$ cat config.mk
export PLATFORM = sky130hd
export DESIGN_NAME = vaddr_scroll_stepper
export DESIGN_NICKNAME = d
export VERILOG_FILES = /design/src/rtl/vaddr_pkg.sv /design/src/rtl/vaddr_h_step.sv /design/src/rtl/vaddr_v_step.sv /design/src/rtl/vaddr_scroll_stepper.sv
export SDC_FILE = /design/constraint.sdc
export NUM_CORES = 1
export LEC_CHECK = 0
export ABC_AREA = 1
export BUFFER_PORTS_ARGS = -buffer_cell sky130_fd_sc_hd__buf_2
export CAP_MARGIN = 20
export CORE_MARGIN = 2
export CORE_UTILIZATION = 25
export CTS_CLUSTER_SIZE = 8
export DETAILED_ROUTE_END_ITERATION = 8
export SYNTH_ARGS = -nofsm -noshare
export SYNTH_HDL_FRONTEND = slang
export SYNTH_SLANG_ARGS = --single-unit
$ cat constraint.sdc
create_clock -name clk_i -period 1.4 [get_ports clk_i]
set_clock_uncertainty 0.05 [all_clocks]
set_input_delay 0.28 -clock clk_i [delete_from_list [all_inputs] [get_ports clk_i]]
set_output_delay 0.28 -clock clk_i [all_outputs]
set_load 0.05 [all_outputs]
$ cat src/rtl/vaddr_pkg.sv
package vaddr_pkg;
  typedef struct packed {
    logic load;
    logic copy_h;
    logic inc_x;
    logic inc_y;
  } step_req_t;
endpackage

$ cat src/rtl/vaddr_h_step.sv
module vaddr_h_step #(
  parameter int COARSE_W = 5
) (
  input  logic [COARSE_W-1:0] col_i,
  input  logic                page_i,
  input  logic                inc_i,
  output logic [COARSE_W-1:0] col_o,
  output logic                page_o
);
  always_comb begin
    col_o  = col_i;
    page_o = page_i;
    if (inc_i) begin
      col_o = col_i + COARSE_W'(1);
      if (&col_i) page_o = ~page_i;
    end
  end
endmodule

$ cat src/rtl/vaddr_v_step.sv
module vaddr_v_step #(
  parameter int FINE_W   = 3,
  parameter int COARSE_W = 5,
  parameter int ROWS     = 30
) (
  input  logic [FINE_W-1:0]   fine_i,
  input  logic [COARSE_W-1:0] row_i,
  input  logic                page_i,
  input  logic                inc_i,
  output logic [FINE_W-1:0]   fine_o,
  output logic [COARSE_W-1:0] row_o,
  output logic                page_o
);
  localparam logic [COARSE_W-1:0] ROW_LAST = COARSE_W'(ROWS - 1);

  always_comb begin
    fine_o = fine_i;
    row_o  = row_i;
    page_o = page_i;
    if (inc_i) begin
      fine_o = fine_i + FINE_W'(1);
      if (&fine_i) begin
        if (row_i == ROW_LAST) begin
          row_o  = '0;
          page_o = ~page_i;
        end else if (&row_i) begin
          // out-of-frame row left by a load: wrap quietly
          row_o = '0;
        end else begin
          row_o = row_i + COARSE_W'(1);
        end
      end
    end
  end
endmodule

$ cat src/rtl/vaddr_scroll_stepper.sv
module vaddr_scroll_stepper #(
  parameter int FINE_W   = 3,
  parameter int COARSE_W = 5,
  parameter int ROWS     = 30,
  localparam int CY_LO   = COARSE_W,
  localparam int NH_BIT  = 2 * COARSE_W,
  localparam int NV_BIT  = NH_BIT + 1,
  localparam int FY_LO   = NV_BIT + 1,
  localparam int ADDR_W  = FY_LO + FINE_W
) (
  input  logic              clk_i,
  input  logic              rst_ni,
  input  logic              load_i,
  input  logic [ADDR_W-1:0] load_addr_i,
  input  logic              copy_h_i,
  input  logic [ADDR_W-1:0] copy_src_i,
  input  logic              inc_x_i,
  input  logic              inc_y_i,
  output logic [ADDR_W-1:0] addr_o
);
  import vaddr_pkg::*;

  localparam logic [COARSE_W-1:0] COL_MAX  = '1;
  localparam logic [FINE_W-1:0]   FINE_MAX = '1;
  localparam logic [COARSE_W-1:0] ROW_LAST = COARSE_W'(ROWS - 1);
  localparam bit ROWS_SHORT = (ROWS < (1 << COARSE_W));

  logic [ADDR_W-1:0] addr_q, addr_d;
  step_req_t req;

  logic [COARSE_W-1:0] col_q, row_q, col_n, row_n;
  logic [FINE_W-1:0]   fine_q, fine_n;
  logic                nh_q, nv_q, nh_n, nv_n;

  logic unused_src;
  assign unused_src = ^{copy_src_i[ADDR_W-1:NV_BIT], copy_src_i[NH_BIT-1:CY_LO]};

  assign req    = '{load: load_i, copy_h: copy_h_i, inc_x: inc_x_i, inc_y: inc_y_i};
  assign col_q  = addr_q[COARSE_W-1:0];
  assign row_q  = addr_q[CY_LO +: COARSE_W];
  assign nh_q   = addr_q[NH_BIT];
  assign nv_q   = addr_q[NV_BIT];
  assign fine_q = addr_q[FY_LO +: FINE_W];

  vaddr_h_step #(.COARSE_W(COARSE_W)) u_h_step (
    .col_i (col_q),
    .page_i(nh_q),
    .inc_i (req.inc_x & ~req.copy_h),
    .col_o (col_n),
    .page_o(nh_n)
  );

  vaddr_v_step #(.FINE_W(FINE_W), .COARSE_W(COARSE_W), .ROWS(ROWS)) u_v_step (
    .fine_i(fine_q),
    .row_i (row_q),
    .page_i(nv_q),
    .inc_i (req.inc_y),
    .fine_o(fine_n),
    .row_o (row_n),
    .page_o(nv_n)
  );

  always_comb begin
    if (req.load) begin
      addr_d = load_addr_i;
    end else if (req.copy_h) begin
      addr_d = {fine_n, nv_n, copy_src_i[NH_BIT], row_n, copy_src_i[COARSE_W-1:0]};
    end else begin
      addr_d = {fine_n, nv_n, nh_n, row_n, col_n};
    end
  end

  always_ff @(posedge clk_i or negedge rst_ni) begin
    if (!rst_ni) addr_q <= '0;
    else         addr_q <= addr_d;
  end

  assign addr_o = addr_q;

  a_r2_load: assert property (@(posedge clk_i) disable iff (!rst_ni)
    load_i |=> addr_o == $past(load_addr_i));

  a_r9_hold: assert property (@(posedge clk_i) disable iff (!rst_ni)
    (!load_i && !copy_h_i && !inc_x_i && !inc_y_i) |=> $stable(addr_o));

  a_r7_copy_fields: assert property (@(posedge clk_i) disable iff (!rst_ni)
    (!load_i && copy_h_i) |=>
      (addr_o[COARSE_W-1:0] == $past(copy_src_i[COARSE_W-1:0])) &&
      (addr_o[NH_BIT] == $past(copy_src_i[NH_BIT])));

  a_r3_col_wrap: assert property (@(posedge clk_i) disable iff (!rst_ni)
    (!load_i && !copy_h_i && inc_x_i && addr_o[COARSE_W-1:0] == COL_MAX) |=>
      (addr_o[COARSE_W-1:0] == '0) && (addr_o[NH_BIT] != $past(addr_o[NH_BIT])));

  a_r4_fine_step: assert property (@(posedge clk_i) disable iff (!rst_ni)
    (!load_i && inc_y_i && addr_o[FY_LO +: FINE_W] != FINE_MAX) |=>
      $stable(addr_o[NV_BIT:CY_LO]) || $past(copy_h_i) || $past(inc_x_i));

  a_r5_row_wrap: assert property (@(posedge clk_i) disable iff (!rst_ni)
    (!load_i && inc_y_i && addr_o[FY_LO +: FINE_W] == FINE_MAX &&
     addr_o[CY_LO +: COARSE_W] == ROW_LAST) |=>
      (addr_o[CY_LO +: COARSE_W] == '0) && (addr_o[NV_BIT] != $past(addr_o[NV_BIT])));

  a_r6_no_toggle: assert property (@(posedge clk_i) disable iff (!rst_ni)
    (ROWS_SHORT && !load_i && inc_y_i && addr_o[FY_LO +: FINE_W] == FINE_MAX &&
     addr_o[CY_LO +: COARSE_W] == COL_MAX) |=>
      (addr_o[CY_LO +: COARSE_W] == '0) && $stable(addr_o[NV_BIT]));
endmodule

Yosys cells after proc, flatten, opt, wreduce, memory -nomap -nowiden
Index checks and enable logic that the tools add are counted.

Input bits: 36. Logic and storage cells: 30. Register bits after elaboration: 15.

$add $sub $neg: 3. Bitwise operators: 4. Mux-type cells: 13. Reductions and logical operators: 6. Equal/unequal tests: 1.

Operators with widths (number): 5-bit two-way mux (5); 15-bit two-way mux (1); 11-bit two-way mux (1); 5-bit by 1-bit adder with 5-bit output (second input constant) (2); 5-bit AND reduction (2); 3-bit nonzero test (2); 5-bit equality test (second input constant) (1); 1-bit two-way mux (5); 3-bit by 1-bit adder with 3-bit output (second input constant) (1); 3-bit two-way mux (1); 1-bit NOT (3); 3-bit AND reduction (1); 2-bit AND reduction (1); 1-bit bitwise AND (1).

Logic depth before layout (Yosys ltp)
Gate-level depths: netlist (run 1).

Word-level depth: 7. Gate-level depth with buffers: 8. Mapped depth without buffers: 8.

Modules after synthesis
Synthesis (run 1) repeated with hierarchy kept, for this count alone.

Cells, all modules: 161. Area total of the unflattened synthesis: 1132.3 um^2.

By module, submodules not included: vaddr_scroll_stepper (cells each 92, times used 1, seq. area each 375.4 um^2, area an instance 710.7 um^2); vaddr_v_step (cells each 45, times used 1, seq. area each 0.0 um^2, area an instance 275.3 um^2); vaddr_h_step (cells each 24, times used 1, seq. area each 0.0 um^2, area an instance 146.4 um^2).

Worst setup path after synthesis (run 1)
OpenSTA, ideal clock, no wires.

Path type: register -> register. From: register addr_q[0] (netlist: addr_o[0]). To: register addr_q[4] (netlist: addr_o[4]). Cell stages (with the launch flop): 9. Setup time: 0.123 ns. Arrival: 1.545 ns. Buffers on the path: 0. Setup slack: -0.317 ns. Path through: dfrtp_1 > ha_1 > nand2_1 > nor2_1 > ha_1 > nand2_1 > nand2_1 > nor2_1 > o21ai_1.

Cells in the longest elaborated chain, start to end: 4.

RTL lines: from (decl) (line vaddr_scroll_stepper.sv:28) `logic [ADDR_W-1:0] addr_q, addr_d;`; from (signal assigned) (line vaddr_scroll_stepper.sv:75) `else addr_q <= addr_d;`; 5-bit by 1-bit adder with 5-bit output (line vaddr_h_step.sv:14) `col_o = col_i + COARSE_W'(1);`; 5-bit two-way mux (line vaddr_h_step.sv:13) `if (inc_i) begin`; 11-bit two-way mux (line vaddr_scroll_stepper.sv:66) `end else if (req.copy_h) begin`; 15-bit two-way mux (line vaddr_scroll_stepper.sv:64) `if (req.load) begin`.

Every way passes these cells. The select of a mux whose other input is x is not followed. A chain may end at the register's enable or synchronous reset.

Worst setup path after layout (run 1)
From: register addr_q[1] (netlist: addr_o[1]). To: register addr_q[4] (netlist: addr_o[4]).

Same word-level chain as after synthesis.

==> impl_metrics.tcl, run 1 <==
set metrics [dict create \
    status "finished clean" \
    largest_register_ff_count 15 \
    fillers 439 \
    routed_wl_mm 2.85 \
    dieArea_mm2 0.00486 \
    worstPathRequired_ps 1480 \
    ir_worst_vdd_mv 0.389 \
    grt_antenna_before_repair 0 \
    drc 0 \
    power_mw 1.57 \
    cts.sinks 15 \
    top_level_ports 51 \
    slew_viol_final 0 \
    max-clock-path-buffers 2 \
    max_cap_viol_count 0 \
    report.final.hold_viol_count 0 \
    ys_async_sr_fraction_pct 100 \
    synth-seq-cells 15 \
    start_util_pct 26.4 \
    cts_inserted_buffers 3 \
    yosysSeqAreaShare_pct 34.8 \
    antenna_cells 0 \
    finalCriticalPeriod_ps 1380 \
    drtPass1Iterations 4 \
    end_kind "flop" \
    fin_setup_tns_ps 0 \
    multi_input_area_um2 717 \
    pwr_density_cell_mw_per_mm2 1000 \
    synthTopCellsByArea "dfrtp_1 (35%), nand2_1 (15%), ha_1 (8.1%), nand3_1 (6.0%), inv_1 (3.8%)" \
    seq_area_um2 383 \
    syn-num-nets 187 \
    grt-ovfl-total 0 \
    cp_data_arrival_time_ps 1460 \
    grt_pass1_vias 1030 \
    coreArea_mm2 0.00409 \
    finalSetupViolCount 0 \
    ant_nets 0 \
    finalNetCount 239 \
    rows 23 \
    worst_pin_slew_ps 389 \
    dp.final_hpwl_mm 2.14 \
    fmax_mhz 727 \
    post_drt_wl_per_cell_um 11.6 \
    grt_pass1_wl_mm 4.67 \
    fp.dieH_um 69.7 \
    hold_path_class "in -> reg" \
    cp_max_fo 2 \
    clk_pin_slew_ps 70 \
    avgSynthCellArea_um2 7.50 \
    syn_area_mm2 0.00108 \
    io_buffers 41 \
    synth.largest_area_cell "dfrtp_1" \
    grt_max_degree 16 \
    cts_root_buf "clkbuf_8" \
    routabilityCongestion 0.798 \
    maxSlewHeadroom_pct 74.0 \
    synth_edf_count 0 \
    p_leak_nw 0.784 \
    drive_gt1_share_pct 46.2 \
    synth_top_area_share_pct 34.8 \
    cts.htree.levels 1 \
    routed-via-count 1083 \
    worst-setup-path-type "reg -> reg" \
    syn-instance-count 144 \
    synth_warnings 0 \
    synth_cell_types 25 \
    finalCritPeriodShare_pct 98.2 \
    via_per_inst 4.42 \
    insertion_delay_ps 250 \
    synthToLayoutAreaGrowth_pct 45.5 \
    cts_tree "done" \
    die_w_um 69.7 \
    ys.flop_type "dfrtp_1" \
    rsz0062_at_grt "true" \
    grt_usage_pct 11.8 \
    startpoint_type "flop" \
    drtIter0Drc 45 \
]
[synth_stat cells (2+ instances only)]
library cell and count:
inv_1 11, a21oi_1 2, ha_1 7, nor2_1 11, o21ai_1 6, o21ai_0 7
buf_6 3, nand2_2 3, o21bai_1 3, dfrtp_1 15, buf_4 3, nand2_1 44
inv_2 2, nor2_2 4, nand3_1 13
[critical path: stages (launching register included)]
cell and delay (ps):
dfrtp_2 430, ha_4 160, nand2_2 70, nor2_2 40
ha_1 260, nand2_1 70, nand2_1 40, nor2_1 80
o21ai_1 60
[path summary, 6_finish.rpt]
| check | start | end | slack [ps] | cells after the start |
|---|---|---|---|---|
| worst max register to register | addr_o[1] | addr_o[4] | 20 | 8 |
| worst min-delay path | load_addr_i[7] | addr_o[7] | 190 | 3 |
| worst max-delay path | addr_o[1] | addr_o[4] | 20 | 8 |
| worst min register to register | addr_o[11] | addr_o[11] | 470 | 2 |
| max in group asynchronous | rst_ni | addr_o[6] | 560 | 2 |
| min in group asynchronous | rst_ni | addr_o[2] | 430 | 2 |
[report_power, final]
| part | internal, mW | leakage (nW) | total, mW | switching, mW |
|---|---|---|---|---|
| Clock | 0.201 | 0.0228 | 0.366 | 0.164 |
| Sequential | 0.494 | 0.172 | 0.560 | 0.0662 |
| Combinational | 0.229 | 0.590 | 0.648 | 0.419 |
| Total | 0.924 | 0.784 | 1.57 | 0.649 |
[cells in the final DEF (no fill, tap or decap), types with 3 or more instances in the layout]
master / n
buf_2: 39
buf_4: 10
clkbuf_8: 3
dfrtp_1: 9
dfrtp_2: 6
ha_4: 6
inv_1: 10
nand2_1: 41
nand2_2: 4
nand2_4: 3
nand3_1: 13
nor2_1: 8
nor2_2: 5
nor2_4: 3
o21ai_0: 7
o21ai_1: 6
o21bai_1: 3
[metrics by stage]
stage               util (%)  setup WS, ps  hold slack (ps)  instance area (µm²)  cells
floorplan                  -          -120            -65.6                 1120    144
global placement        34.2          32.7              168                 1400    238
detailed placement      34.2         -18.7              182                 1400    238
CTS                     35.8          6.62              199                 1460    244
global route            38.5         -88.0              209                 1570    245
finish                  38.5          24.7              189                 1570    245
[area by class of cell]
class | count | share of cell area [%]
multi-input combinational | 109 | 45.6
sequential | 15 | 24.4
timing repair buffer | 53 | 19.5
tap | 50 | 3.98
inverter | 14 | 3.66
clock buffer | 4 | 2.87
[routing by layer]
layer | vias to the layer above | GRT usage [%] | part of all wire (%)
li1 | 563 | - | -
met4 | 0 | 1.92 | 1.1
met5 | - | 0 | 0
met2 | 26 | 18.3 | 46
met3 | 4 | 2.62 | 5.1
met1 | 490 | 17.0 | 47
[logic make-up (layout without fill, tap and decap cells)]
kind of cell               count (synthesis)  count (layout)  synth area share [%]
AOI/OAI and AO/OA                         20              20                  10.4
xor gates and xnor gates                   1               1                 0.811
adders and majority gates                  7               7                  8.11
buffers and inverters                     20              71                  10.3
DFF                                       15              15                  34.8
and+or+nand+nor                           81              81                  35.6
[what timing repair did]
item                                    in CTS  in global routing
endpoints found under the setup margin       2                  8
gates resized for setup                      1                 21
hold buffers                                 1                  0
hold endpoints to repair                    15                  0
setup buffers                                1                  1
pin swaps                                    3                  7
Note: power is estimated with default switching activity, not from simulation.
==> inputs of run 2 (changes only) <==
--- a/config.mk
+++ b/config.mk
@@ -7,9 +7,10 @@
 export LEC_CHECK = 0
 export ABC_AREA = 1
 export BUFFER_PORTS_ARGS = -buffer_cell sky130_fd_sc_hd__buf_2
-export CAP_MARGIN = 20
+export CAP_MARGIN = 40
 export CORE_MARGIN = 2
 export CORE_UTILIZATION = 25
+export CTS_CLUSTER_DIAMETER = 200
 export CTS_CLUSTER_SIZE = 8
 export DETAILED_ROUTE_END_ITERATION = 8
 export SYNTH_ARGS = -nofsm -noshare
==> constraint.sdc (replaced) <==
create_clock -name clk_i -period 1.2 [get_ports clk_i]
set_clock_uncertainty 0.05 [all_clocks]
set_input_delay 0.24 -clock clk_i [delete_from_list [all_inputs] [get_ports clk_i]]
set_output_delay 0.24 -clock clk_i [all_outputs]
set_load 0.05 [all_outputs]
==> run 2 against run 1 <==
Compared with the run above: the run now ends with setup timing left; non-clock buffer count increased by 15; core utilization rose by 9.0 points; wire length up 14%; highest routed layer unchanged.
==> impl_metrics.tcl, run 2 (synthesized netlist as in run 1, its figures left out) <==
set metrics [dict create \
    status "finished with violations" \
    violations "setup timing" \
    drtPass1Iterations 4 \
    synthToLayoutAreaGrowth_pct 79.5 \
    drc 0 \
    fin_util_pct 47.4 \
    grt_usage_pct 13.5 \
    grt_pass1_vias 1181 \
    post_drt_wl_per_cell_um 12.5 \
    path_cells "ha_4 > nand2_4 > nor2_4 > ha_4 > nor3b_2 > nand3_1 > nand3_1" \
    clk_pin_slew_ps 70 \
    dieArea_mm2 0.00486 \
    die_w_um 69.7 \
    start_util_pct 26.4 \
    finalSetupViolCount 18 \
    slowest_stage "dfrtp_2" \
    fillers 397 \
    cp_data_arrival_time_ps 1490 \
    power_mw 2.17 \
    cts.htree.levels 1 \
    drive_gt1_share_pct 58.6 \
    insertion_delay_ps 250 \
    end_kind "flop" \
    slew_viol_final 0 \
    drtIter0Drc 38 \
    cp.depth 7 \
    cts_root_buf "clkbuf_8" \
    reg2reg_slack_ps -140 \
    cts_tree "done" \
    routabilityCongestion 0.758 \
    cp_max_fo 3 \
    final_cell_mix "nand2_1 (35), buf_2 (26), buf_6 (16)" \
    via_per_inst 4.50 \
    finalCriticalPeriod_ps 1340 \
    holdWs_ps 145 \
    layout_commonest_cell "nand2_1" \
    grt_antenna_before_repair 0 \
    pwr_density_cell_mw_per_mm2 1120 \
    grt_pass1_wl_mm 5.31 \
    ant_nets 0 \
    path_buf_inv 0 \
    routed-via-count 1169 \
    crit_path_end "addr_o[7]" \
    report.final.hold_viol_count 0 \
    startpoint "addr_o[5]" \
    grt-ovfl-total 0 \
    startpoint_type "flop" \
    hold_path_class "in -> reg" \
    finalWorstSetupSlack_ps -143 \
    worst-setup-path-type "reg -> reg" \
    finalNonFillerCells 260 \
    top_level_ports 51 \
    r2r-end "addr_o[7]" \
    largest_register_ff_count 15 \
    max_cap_viol_count 0 \
    ir_worst_vdd_mv 0.436 \
    dp.final_hpwl_mm 2.28 \
    fin_setup_tns_ps -1350 \
    worstPathRequired_ps 1340 \
    rsz0062_at_grt "true" \
    cts_inserted_buffers 3 \
    reg2reg_depth 7 \
    dp_cells 248 \
    maxSlewHeadroom_pct 75.0 \
    rows 23 \
    fp.dieH_um 69.7 \
    cts.sinks 15 \
    antenna_cells 0 \
    grt_max_degree 16 \
    finalNetCount 254 \
    finalCritPeriodShare_pct 112 \
    fmax_mhz 745 \
    routed_wl_mm 3.25 \
    crit_path_max_incr_delay_ps 450 \
    io_buffers 41 \
    worst_pin_slew_ps 375 \
    crit_family "flip-flops" \
    max-clock-path-buffers 2 \
    r2r_start "addr_o[5]" \
    coreArea_mm2 0.00409 \
    p_leak_nw 0.941 \
]
==> run 2: cell type report <==
type,count,area [µm²],share of cell area [%]
multi-input combinational,109,795,41.0
timing repair buffer,68,588,30.3
sequential,15,387,19.9
clock buffer,3,41.3,2.13
tap,50,62.6,3.23
inverter,14,60.1,3.10
clock inverter,1,5.00,0.258
==> run 2: worst register-to-register path, delay by kind of cell (launching register included) <==
family	cells	cell delay [ps]
fa+ha+maj	2	340
flops	1	450
simple gates	5	440
==> run 2: stage by stage <==
step,setup slack (ps),instance area (µm²)
2_1_floorplan,-307,1140
3_3_place_gp,-166,1490
3_5_place_dp,-180,1490
4_1_cts,-152,1810
5_1_grt,-234,1940
6_report,-143,1940
==> run 2: report_power, final <==
part	internal (mW)	total (mW)	switching [mW]
registers	0.578	0.668	0.0892
clock network	0.230	0.434	0.204
logic	0.493	1.07	0.572
total	1.30	2.17	0.865
==> run 2: worst min-delay path by stage <==
stage / from / endpoint / slack, ps / cells after the start
floorplan: rst_ni / addr_o[0] / -110 / 0
global placement: rst_ni / addr_o[10] / 130 / 1
detailed placement: rst_ni / addr_o[10] / 130 / 1
CTS: load_addr_i[13] / addr_o[13] / 140 / 3
global route: load_addr_i[13] / addr_o[13] / 160 / 3
finish: load_addr_i[13] / addr_o[13] / 150 / 3
==> run 2: timing repair <==
item / CTS / global route
gates resized for setup: 62 / 27
setup buffers: 4 / 4
pin swaps: 15 / 13
hold buffers: 1 / 0
setup endpoints to repair: 22 / 22
endpoints found under the hold margin: 15 / 0
==> run 2: routing by layer <==
metal / share of wire (%) / GRT usage, % / wire length [µm] / vias to the layer above
li1: - / - / - / 594
met1: 43 / 17.1 / 1410 / 540
met2: 51 / 22.8 / 1650 / 33
met3: 5.3 / 3.20 / 173 / 2
met4: 0.43 / 4.06 / 14 / 0
met5: 0 / 0 / 0 / -
